**config.mk**
```make
export PLATFORM = sky130hd
export DESIGN_NAME = uart_irq_status
export DESIGN_NICKNAME = d
export VERILOG_FILES = /design/src/rtl/uart_stat_pkg.sv /design/src/rtl/uart_rx_stat_fifo.sv /design/src/rtl/uart_tx_stat_track.sv /design/src/rtl/uart_irq_prio.sv /design/src/rtl/uart_irq_status.sv
export SDC_FILE = /design/constraint.sdc
export NUM_CORES = 1
export LEC_CHECK = 0
export ABC_AREA = 1
export CAP_MARGIN = 20
export CORE_MARGIN = 2
export CORE_UTILIZATION = 64
export DETAILED_ROUTE_END_ITERATION = 8
export DONT_BUFFER_PORTS = 1
export GPL_TIMING_DRIVEN = 0
export HOLD_SLACK_MARGIN = 0.03
export PLACE_DENSITY = 0.87
export SYNTH_ARGS = -nofsm -noshare
export SYNTH_HDL_FRONTEND = slang
export SYNTH_HIERARCHICAL = 1
export SYNTH_SLANG_ARGS = --single-unit
```
**constraint.sdc**
```tcl
create_clock -name clk -period 3.2 [get_ports clk]
set_input_delay 0.48 -clock clk [delete_from_list [all_inputs] [get_ports clk]]
set_output_delay 0.48 -clock clk [all_outputs]
set_load 0.005 [all_outputs]
```
**src/rtl/uart_stat_pkg.sv**
```systemverilog
// Shared types and helpers for the UART status/interrupt unit.
// Assumes queue depths of at least 4 so the trigger table is meaningful.
package uart_stat_pkg;

    // Identification codes, lowest bit set means nothing pending
    typedef enum logic [3:0] {
        ID_MODEM  = 4'h0,
        ID_NONE   = 4'h1,
        ID_TXRDY  = 4'h2,
        ID_RXDATA = 4'h4,
        ID_LINE   = 4'h6
    } irq_id_e;

    // Register addresses
    localparam logic [2:0] ADDR_DATA   = 3'd0;
    localparam logic [2:0] ADDR_ENABLE = 3'd1;
    localparam logic [2:0] ADDR_IDCTL  = 3'd2;
    localparam logic [2:0] ADDR_OPTION = 3'd3;
    localparam logic [2:0] ADDR_STATUS = 3'd5;

    // Trigger level for a two-bit selector, scaled to the queue depth
    function automatic int unsigned trig_level(input logic [1:0] sel, input int unsigned depth);
        case (sel)
            2'd0:    return 1;
            2'd1:    return depth / 4;
            2'd2:    return depth / 2;
            default: return depth - 2;
        endcase
    endfunction

endpackage

```
**src/rtl/uart_rx_stat_fifo.sv**
```systemverilog
// Receive queue with a per-entry error tag and a running count of tagged
// entries. In single-register mode the capacity is one entry. A push into
// a full queue is refused (the caller turns that into overrun).
module uart_rx_stat_fifo #(
    parameter int DEPTH = 16,
    parameter int DW    = 8,
    parameter int EW    = 3
) (
    input  logic                          clk,
    input  logic                          rst_n,
    input  logic                          fifo_en,
    input  logic                          push,
    input  logic [DW-1:0]                 push_data,
    input  logic [EW-1:0]                 push_err,
    input  logic                          pop,
    output logic [DW-1:0]                 head_data,
    output logic [EW-1:0]                 head_err,
    output logic [$clog2(DEPTH+1)-1:0]    count,
    output logic                          full,
    output logic                          err_any
);
    localparam int CW = $clog2(DEPTH + 1);
    localparam int PW = (DEPTH > 1) ? $clog2(DEPTH) : 1;
    localparam int EntryW = DW + EW;

    logic [EntryW-1:0] mem [DEPTH];
    logic [PW-1:0]     wr_ptr, rd_ptr;
    logic [CW-1:0]     err_cnt;
    logic              accept, do_pop;
    logic [EntryW-1:0] head;

    assign full    = count >= (fifo_en ? CW'(DEPTH) : CW'(1));
    assign accept  = push && !full;
    assign do_pop  = pop && (count != '0);
    assign head    = mem[rd_ptr];
    assign head_data = (count != '0) ? head[DW-1:0] : '0;
    assign head_err  = (count != '0) ? head[EntryW-1:DW] : '0;
    assign err_any   = err_cnt != '0;

    // Storage write, no reset needed since empty entries are masked
    always_ff @(posedge clk) begin
        if (accept) mem[wr_ptr] <= {push_err, push_data};
    end

    // Pointer and fill bookkeeping
    always_ff @(posedge clk) begin
        if (!rst_n) begin
            wr_ptr <= '0;
            rd_ptr <= '0;
            count  <= '0;
        end else begin
            if (accept) wr_ptr <= (wr_ptr == PW'(DEPTH - 1)) ? '0 : wr_ptr + 1'b1;
            if (do_pop) rd_ptr <= (rd_ptr == PW'(DEPTH - 1)) ? '0 : rd_ptr + 1'b1;
            case ({accept, do_pop})
                2'b10:   count <= count + 1'b1;
                2'b01:   count <= count - 1'b1;
                default: count <= count;
            endcase
        end
    end

    // Count of tagged entries still held, drives status bit 7
    always_ff @(posedge clk) begin
        if (!rst_n) begin
            err_cnt <= '0;
        end else begin
            case ({accept && (push_err != '0), do_pop && (head_err != '0)})
                2'b10:   err_cnt <= err_cnt + 1'b1;
                2'b01:   err_cnt <= err_cnt - 1'b1;
                default: err_cnt <= err_cnt;
            endcase
        end
    end

endmodule

```
**src/rtl/uart_tx_stat_track.sv**
```systemverilog
// Tracks transmit queue fill and shifter activity. Host writes add to the
// fill (dropped when full), a load strobe moves one character into the
// shifter, a done strobe marks the shifter idle.
module uart_tx_stat_track #(
    parameter int DEPTH = 16
) (
    input  logic       clk,
    input  logic       rst_n,
    input  logic       fifo_en,
    input  logic [1:0] trig_sel,
    input  logic       wr,
    input  logic       load,
    input  logic       done,
    output logic       thr_empty,
    output logic       tx_idle,
    output logic       ready_cond
);
    import uart_stat_pkg::*;
    localparam int CW = $clog2(DEPTH + 1);

    logic [CW-1:0] cnt;
    logic          busy;
    logic          inc, dec;
    logic [CW-1:0] trig;

    assign trig       = CW'(trig_level(trig_sel, DEPTH));
    assign inc        = wr && (cnt < (fifo_en ? CW'(DEPTH) : CW'(1)));
    assign dec        = load && (cnt != '0);
    assign thr_empty  = cnt == '0;
    assign tx_idle    = (cnt == '0) && !busy;
    assign ready_cond = fifo_en ? (cnt < trig) : (cnt == '0);

    // Fill counter and shifter busy flag
    always_ff @(posedge clk) begin
        if (!rst_n) begin
            cnt  <= '0;
            busy <= 1'b0;
        end else begin
            case ({inc, dec})
                2'b10:   cnt <= cnt + 1'b1;
                2'b01:   cnt <= cnt - 1'b1;
                default: cnt <= cnt;
            endcase
            if (dec)       busy <= 1'b1;
            else if (done) busy <= 1'b0;
        end
    end

endmodule

```
**src/rtl/uart_irq_prio.sv**
```systemverilog
// Interrupt source arbitration. Transmit-ready is edge latched: it pends
// when its enabled condition first becomes true and is cleared by a data
// write or by an identification read that reports it.
module uart_irq_prio (
    input  logic                    clk,
    input  logic                    rst_n,
    input  logic [3:0]              ien,
    input  logic                    ls_cond,
    input  logic                    rx_cond,
    input  logic                    tx_cond,
    input  logic                    modem_req,
    input  logic                    thr_wr,
    input  logic                    id_rd,
    output uart_stat_pkg::irq_id_e  id,
    output logic                    irq,
    output logic                    tx_pend
);
    import uart_stat_pkg::*;

    logic armed, armed_q, tx_clr;

    assign armed  = ien[1] && tx_cond;
    assign tx_clr = thr_wr || (id_rd && (id == ID_TXRDY));

    // Transmit-ready edge latch
    always_ff @(posedge clk) begin
        if (!rst_n) begin
            armed_q <= 1'b0;
            tx_pend <= 1'b0;
        end else begin
            armed_q <= armed;
            tx_pend <= armed && ((!armed_q) || (tx_pend && !tx_clr));
        end
    end

    // Fixed priority selection of the reported source
    always_comb begin
        if (ien[2] && ls_cond)       id = ID_LINE;
        else if (ien[0] && rx_cond)  id = ID_RXDATA;
        else if (ien[1] && tx_pend)  id = ID_TXRDY;
        else if (ien[3] && modem_req) id = ID_MODEM;
        else                         id = ID_NONE;
    end

    assign irq = id != ID_NONE;

endmodule

```
**src/rtl/uart_irq_status.sv**
```systemverilog
// Top of the UART status/interrupt unit: host register port, overrun and
// immediate-error flags, status word assembly. Assumes strobes from the
// shifters are single-cycle and synchronous to clk.
module uart_irq_status #(
    parameter int DEPTH = 16,
    parameter int DW    = 8
) (
    input  logic          clk,
    input  logic          rst_n,
    input  logic          reg_wr,
    input  logic          reg_rd,
    input  logic [2:0]    reg_addr,
    input  logic [7:0]    reg_wdata,
    output logic [7:0]    reg_rdata,
    input  logic          rx_push,
    input  logic [DW-1:0] rx_char,
    input  logic [2:0]    rx_flags,
    input  logic          tx_load,
    input  logic          tx_done,
    input  logic          modem_req,
    output logic          irq
);
    import uart_stat_pkg::*;
    localparam int CW = $clog2(DEPTH + 1);

    logic [3:0]    ien_q;
    logic          fifo_en_q, imm_mode_q, ovr_q, imm_flag_q;
    logic [1:0]    rx_sel_q, tx_sel_q;
    logic [DW-1:0] head_data;
    logic [2:0]    head_err;
    logic [CW-1:0] rx_cnt;
    logic          rx_full, err_any;
    logic          thr_empty, tx_idle, tx_cond, tx_pend;
    logic          ls_cond, rx_cond;
    logic          wr_data, rd_data, rd_id, rd_status;
    logic [7:0]    lsr;
    irq_id_e       id;

    assign wr_data   = reg_wr && (reg_addr == ADDR_DATA);
    assign rd_data   = reg_rd && (reg_addr == ADDR_DATA);
    assign rd_id     = reg_rd && (reg_addr == ADDR_IDCTL);
    assign rd_status = reg_rd && (reg_addr == ADDR_STATUS);

    uart_rx_stat_fifo #(.DEPTH(DEPTH), .DW(DW), .EW(3)) rx_i (
        .clk(clk), .rst_n(rst_n), .fifo_en(fifo_en_q),
        .push(rx_push), .push_data(rx_char), .push_err(rx_flags),
        .pop(rd_data), .head_data(head_data), .head_err(head_err),
        .count(rx_cnt), .full(rx_full), .err_any(err_any)
    );

    uart_tx_stat_track #(.DEPTH(DEPTH)) tx_i (
        .clk(clk), .rst_n(rst_n), .fifo_en(fifo_en_q), .trig_sel(tx_sel_q),
        .wr(wr_data), .load(tx_load), .done(tx_done),
        .thr_empty(thr_empty), .tx_idle(tx_idle), .ready_cond(tx_cond)
    );

    assign ls_cond = ovr_q || (head_err != 3'b0) || imm_flag_q;
    assign rx_cond = fifo_en_q ? (rx_cnt >= CW'(trig_level(rx_sel_q, DEPTH)))
                               : (rx_cnt != '0);

    uart_irq_prio prio_i (
        .clk(clk), .rst_n(rst_n), .ien(ien_q),
        .ls_cond(ls_cond), .rx_cond(rx_cond), .tx_cond(tx_cond),
        .modem_req(modem_req), .thr_wr(wr_data), .id_rd(rd_id),
        .id(id), .irq(irq), .tx_pend(tx_pend)
    );

    // Host-writable configuration registers
    always_ff @(posedge clk) begin
        if (!rst_n) begin
            ien_q      <= 4'b0;
            fifo_en_q  <= 1'b0;
            rx_sel_q   <= 2'b0;
            tx_sel_q   <= 2'b0;
            imm_mode_q <= 1'b0;
        end else if (reg_wr) begin
            case (reg_addr)
                ADDR_ENABLE: ien_q <= reg_wdata[3:0];
                ADDR_IDCTL: begin
                    fifo_en_q <= reg_wdata[0];
                    tx_sel_q  <= reg_wdata[5:4];
                    rx_sel_q  <= reg_wdata[7:6];
                end
                ADDR_OPTION: imm_mode_q <= reg_wdata[0];
                default: ;
            endcase
        end
    end

    // Overrun and immediate-error flags, a new event beats a status read
    always_ff @(posedge clk) begin
        if (!rst_n) begin
            ovr_q      <= 1'b0;
            imm_flag_q <= 1'b0;
        end else begin
            if (rx_push && rx_full) ovr_q <= 1'b1;
            else if (rd_status)     ovr_q <= 1'b0;
            if (rx_push && !rx_full && (rx_flags != 3'b0) && imm_mode_q) imm_flag_q <= 1'b1;
            else if (rd_status)                                          imm_flag_q <= 1'b0;
        end
    end

    assign lsr = {err_any, tx_idle, thr_empty, head_err, ovr_q, rx_cnt != '0};

    // Read data selection
    always_comb begin
        case (reg_addr)
            ADDR_DATA:   reg_rdata = 8'(head_data);
            ADDR_ENABLE: reg_rdata = {4'b0, ien_q};
            ADDR_IDCTL:  reg_rdata = {fifo_en_q, fifo_en_q, 2'b00, id};
            ADDR_OPTION: reg_rdata = {7'b0, imm_mode_q};
            ADDR_STATUS: reg_rdata = lsr;
            default:     reg_rdata = 8'h00;
        endcase
    end

endmodule

```
### Yosys cells after proc, flatten, opt, wreduce, memory -nomap -nowiden

Memory sizes are Yosys's and may differ from the RTL's. A register that Yosys moved wholly into a read port is not among the register bits.
Index checks and enable logic that the tools add are counted.
W data, S select, Z words.

| storage, ports and cells | value |
|---|---|
| logic and storage cells | 119 |
| input bits | 30 |
| output and inout bits | 9 |
| memories kept | 1 |
| register bits | 38 |
| bits in writable memories | 176 |

Memory list:

| name | depth | width | read ports | clocked after memory_dff | write ports | RTL line | source |
|---|---|---|---|---|---|---|---|
| rx_i.mem | 16 | 11 | 1 | 1 | 1 | uart_rx_stat_fifo.sv:26 | `logic [EntryW-1:0] mem [DEPTH];` |

| cells by class | value |
|---|---|
| mux-type cells | 26 |
| magnitude comparators | 4 |
| eq/ne operators | 18 |
| $add $sub $neg | 8 |
| reduce and logical (&&, ||, !) cells | 47 |

Operator list:

| cell | number |
|---|---|
| $pmux W8 S5 | 1 |
| $pmux W5 S2 | 3 |
| $mux W4 | 7 |
| $pmux W4 S3 | 2 |
| $logic_and A1 B1 Y1 | 21 |
| $add A5 B1 Y5 const B | 3 |
| $reduce_bool A5 Y1 | 3 |
| $sub A5 B1 Y5 const B | 3 |
| $reduce_bool A2 Y1 | 6 |
| $eq A2 B1 Y1 const B | 5 |
| $eq A2 B2 Y1 const B | 5 |
| $ge A5 B5 Y1 | 2 |
| $mux W1 | 10 |
| $add A4 B1 Y4 const B | 2 |
| $eq A4 B4 Y1 const B | 2 |
| $mux W8 | 1 |
| $eq A3 B2 Y1 const B | 2 |
| $reduce_and A2 Y1 | 3 |
| $reduce_bool A3 Y1 | 2 |
| $logic_not A5 Y1 | 1 |
| $lt A5 B4 Y1 | 1 |
| $lt A5 B5 Y1 | 1 |
| $mux W5 | 1 |
| $eq A4 B2 Y1 const B | 1 |
| 8 further kinds | 15 |

### Logic depth before layout (Yosys ltp)

| logic depth | value |
|---|---|
| depth in word-level cells | 14 |
| gate-level depth with buffers | 20 |
| mapped depth without buffers | 18 |

### Modules after synthesis

The synthesis kept the hierarchy.

By module, submodules not included:

| module | seq. area each (um^2) | area each (um^2) | times used | cells each |
|---|---|---|---|---|
| uart_rx_stat_fifo | 5725.5 | 8440.6 | 1 | 748 |
| uart_irq_status | 240.2 | 924.6 | 1 | 169 |
| uart_tx_stat_track | 120.1 | 591.8 | 1 | 94 |
| uart_irq_prio | 40.0 | 123.9 | 1 | 21 |

### Worst setup path before layout

Ideal clock, no wire load.

| path | value |
|---|---|
| kind | register -> register |
| start point | register fifo_en_q |
| end point | register rx_i.err_cnt[4] |
| stages on the path, launching flop included | 14 |
| buffers on the path | 0 |
| period minus slack after synthesis | 2919 ps |
| library setup time | 72 ps |
| data required time | 3128 ps |
| slack | 281 ps |
| data arrival time | 2847 ps |
| cells stage by stage | dfxtp_1 > inv_1 > ha_1 > o31ai_4 > nand3_4 > clkinv_2 > o31ai_1 > ha_1 > fa_1 > a21o_1 > a21oi_1 > xor2_1 > nand2_1 > a21oi_1 |

| between the ends | value |
|---|---|
| longest elaborated chain between the ends | 7 |
| elaborated cells on any way between the ends | 9 |
| classes of those cells | 1 x order compare; 2 x eq/ne; 2 x mux; 4 x reduce/logical |

Ends and longest elaborated chain:

| element | RTL line | source |
|---|---|---|
| from (decl) | uart_irq_status.sv:27 | `logic fifo_en_q, imm_mode_q, ovr_q, imm_flag_q;` |
| from (signal assigned) | uart_irq_status.sv:80 | `fifo_en_q <= reg_wdata[0];` |
| $mux W5 * | uart_rx_stat_fifo.sv:32 | `assign full = count >= (fifo_en ? CW'(DEPTH) : CW'(1));` |
| $ge A5 B5 Y1 * | uart_rx_stat_fifo.sv:32 |  |
| $logic_not A1 Y1 * | uart_rx_stat_fifo.sv:33 | `assign accept = push && !full;` |
| $logic_and A1 B1 Y1 * | uart_rx_stat_fifo.sv:33 |  |
| $logic_and A1 B1 Y1 * | uart_rx_stat_fifo.sv:67 | `case ({accept && (push_err != '0), do_pop && (head_err != '0)})` |
| $eq A2 B1 Y1 or $eq A2 B2 Y1 (tied branches) | uart_rx_stat_fifo.sv:67 |  |
| $pmux W5 S2 or $reduce_bool A2 Y1 (tied branches) | - |  |
| to (signal assigned) | uart_rx_stat_fifo.sv:68 | `2'b10: err_cnt <= err_cnt + 1'b1;` |
| to (signal assigned) | uart_rx_stat_fifo.sv:69 | `2'b01: err_cnt <= err_cnt - 1'b1;` |
| to (signal assigned) | uart_rx_stat_fifo.sv:70 | `default: err_cnt <= err_cnt;` |
| to (decl) | uart_rx_stat_fifo.sv:28 | `logic [CW-1:0] err_cnt;` |

Mark *: on every way between the ends. The rest lies on a longest branch, timed or not.
A chain may end at the register's enable or synchronous reset.

==> implementation parameters <==
Parameter                              Value

Routing
  Final ANT Viol Nets ... 0
  DRT Wirelength ... 25,100 µm
  Post-detailed-route wirelength per cell ... 19.4 µm
  Via count ... 7,811
  Number of DRC markers in iteration 0 ... 1,147
  Drt drc ... 0
  Number of detailed-routing iterations run before antenna repair ... 6
  Number of vias per cell ... ~6.0

STA
  Period Utilization, post-route ... between 90% and 100%
  Final-report max-slew violation count ... 0
  Slew at the pin closest to its max-slew limit ... 1.20 ns
  Final WS setup ... slightly below 0.06 ns
  Min cycle time layout ... 3.14 ns
  Min Hold Slack ... 0.0668 ns
  Worst slew margin ... 19.5%
  Final number of setup-violating endpoints ... 0
  Upper clock frequency limit ... 318 MHz
  Setup repair after global routing missed its margin ... true
  Worst-case clock skew ... 0.00936 ns
  Final hold violations ... 0

Logic synthesis
  Post-Synth XOR/XNOR Area ... 1.22%
  Total of flip-flops plus latches after synthesis ... 218
  Seq/Total Area, Yosys ... between 60% and 70%
  Dominant combinational cell family by area after synthesis ... simple AND/OR/NAND/NOR gates
  Synthesized-area fraction occupied by adder cells ... 3.62%
  Post-synthesis compound-gate area fraction ... 7.82%
  Number of standard cells after synthesis ... 1,032
  Yosys synthesis warning count ... 6
  Post-synthesis share of cell area spent on and, or, nand and nor gates ... 20.2%
  Mux cell area share after synthesis ... 0%
  Syn Nets ... approximately 1,100
  Cell area after synthesis ... 10,100 µm²
  Synthesized area per cell ... 9.77 µm²
  Share of synthesized registers carrying an async set or reset ... 0%
  Distinct cell type count of the synthesized netlist ... 37
  Synth Flop Type ... edfxtp_1
  Number of synthesized flops with an enable pin ... 176

Layout
  Number of antenna cells inserted ... 0
  Number of fill cells in the layout ... 976
  Synthesis-to-finish area growth ... 11.8%
  Final non-filler cell area ... 11,300 µm²
  Number of standard cells in the final layout excluding fillers ... 1,297
  Share of layout cells above drive strength 1 ... between 10% and 20%
  Nets ... 1,131
  Most frequent cells in the layout ... nand2_1 (229), edfxtp_1 (176), nor2_1 (130)
  Commonest non-fill, non-tap cell in the layout ... nand2_1
  Final core utilization ... 73.6%

Worst setup path
  Endpoint kind of the worst setup timing path ... output port
  Critical path start-end classification ... reg2out
  Critical Path Start Type ... flip-flop
  Data required time at the worst endpoint ... 2.72 ns
  Arrival time worst endpoint ... 2.66 ns
  CP max FO ... 10

Floorplanning
  Die area ... 16,800 µm²
  Starting Density ... ~66%
  Top-level I/O count ... 39
  Die height ... 130 µm
  Die outline width ... 130 µm
  Cell Rows ... 45
  Area of the placeable core ... 15,300 µm²

CTS
  Clock H-tree levels ... 1
  CTS root buffer ... clkbuf_16
  Number of clock sinks seen by CTS ... approximately 220
  TritonCTS buffer count ... 22
  TritonCTS clock tree ... built
  Clock transition at path regs ... 0.06 ns
  Longest Clk Path Bufs ... 3
  Clock latency reported for the late side of the worst-skew pair ... 0.51 ns

Global routing
  Via count of the first global-routing pass ... slightly above 7,000
  First-pass GRT wire length ... 38,000 µm
  Pin count of the biggest net entering global routing ... 19
  Antenna violations before repair ... 0
  Total overflow reported by the global router ... 0
  Aggregate global-route resource usage ... just under 30%

Run status
  Result of the run ... completed

Power and ir drop
  Int Pwr ... around 5.4 mW
  Worst-case vdd ir drop ... 463 µV
  Power per standard cell area ... 693 nW/µm²
  Gate power share ... 24.4%
  Portion of total power attributed to the clock network ... 31.9%
  Total net switching power ... 2.43 mW
  Sequential power share ... 43.7%
  Switching share of power ... 31.1%
  Leak pwr ... 4.50 nW

Worst hold path
  Hold/Removal Path Class ... in2reg
  Launch point of the worst hold path ... rx_char[5]

Place
  Number of cells after detailed placement ... ~1,300
  Cell area reported after detailed placement ... 10,500 µm²
  Setup slack at placement ... -0.175 ns
  Quantity of I/O buffers inserted on ports ... 0
  Gpl congestion ... 0.942
  Post-detail-place hpwl ... around 16,000 µm

Flow run
  Number of violations of the max-capacitance limit ... 0
-- Yosys cell counts, types with 10 or more instances --
cell,count,area (µm²)
inv_1,97,364
o21ai_0,55,275
nor2_1,131,492
edfxtp_1,176,5290
nand3_1,84,420
buf_2,16,80.1
a21oi_1,49,245
ha_1,26,325
clkbuf_1,12,45.0
dfxtp_1,42,841
inv_2,10,37.5
nand2_1,232,871
-- worst max-delay path, stage by stage (launching register included) --
cell      delay [ns]
dfxtp_1         0.32
buf_6           0.15
buf_4           0.12
clkbuf_1        0.45
o21ai_0         0.18
nor2_1          0.13
o31ai_1         0.11
a21oi_1         0.44
nand2_1         0.12
nand2_1         0.12
-- repair_timing --
item                                    in CTS  in global routing
endpoints found under the setup margin       2                  3
pin swaps                                    1                  5
setup buffers                                1                  6
hold buffers                                 0                  0
resized for setup                            4                 20
cloned                                       0                  0
-- kinds of logic after synthesis --
kind of cell | count (synthesis)
AO/OA/AOI/OAI | 138
adder cells (fa/ha/maj) | 28
buffers and inverters | 149
flip-flops | 218
other | 1
AND/OR/NAND/NOR | 484
XOR/XNOR | 14
-- power by group through the flow --
stage                     clock network (mW)  logic (mW)  registers [mW]
after floorplan                            0        1.31            3.43
after global placement                     0        1.67            3.46
after detailed placement                   0        1.77            3.47
after CTS                               2.49        1.81            3.41
after global routing                    2.61        2.10            3.43
final                                   2.50        1.91            3.41
-- final timing paths --
check | endpoint | slack, ns | cells past startpoint
worst min-delay path | rx_i/mem[9][5] | 0.07 | 0
worst min register to register | prio_i/tx_pend | 0.41 | 1
worst max-delay path | reg_rdata[5] | 0.06 | 9
worst max register to register | rx_i/err_cnt[4] | 0.15 | 16
-- final cells by class --
cell class | instances | area, µm² | share of cell area (%)
sequential | 218 | 6130 | 54.4
multi-input combinational | 665 | 3360 | 29.8
clock buffer | 28 | 594 | 5.27
inverter | 110 | 420 | 3.73
tap | 211 | 264 | 2.34
buffer | 37 | 236 | 2.10
timing repair buffer | 19 | 180 | 1.60
clock inverter | 9 | 90.1 | 0.799
-- per-layer routing --
metal,GRT usage [%],routed length (µm)
met4,14.4,1030
met2,45.5,11700
met5,0,0
met1,41.2,9510
met3,5.78,2920
-- stage by stage --
stage                     setup TNS (ns)  total power, mW
after global placement             -1.89             5.13
after CTS                              0             7.71
final                                  0             7.82
after floorplan                        0             4.74
after detailed placement          -0.175             5.24
after global routing              -0.137             8.15
-- registers in the layout (all words and copies together) (netlist names), named ones only --
signal / cells
rx_i/mem: 176
rx_i/count: 5
rx_i/err_cnt: 5
tx_i/cnt: 5
ien_q: 4
rx_i/rd_ptr: 4
rx_i/wr_ptr: 4
rx_sel_q: 2
tx_sel_q: 2
fifo_en_q: 1
imm_flag_q: 1
imm_mode_q: 1
ovr_q: 1
prio_i/armed_q: 1
prio_i/tx_pend: 1
tx_i/busy: 1
(Power assumes the default switching activity.)
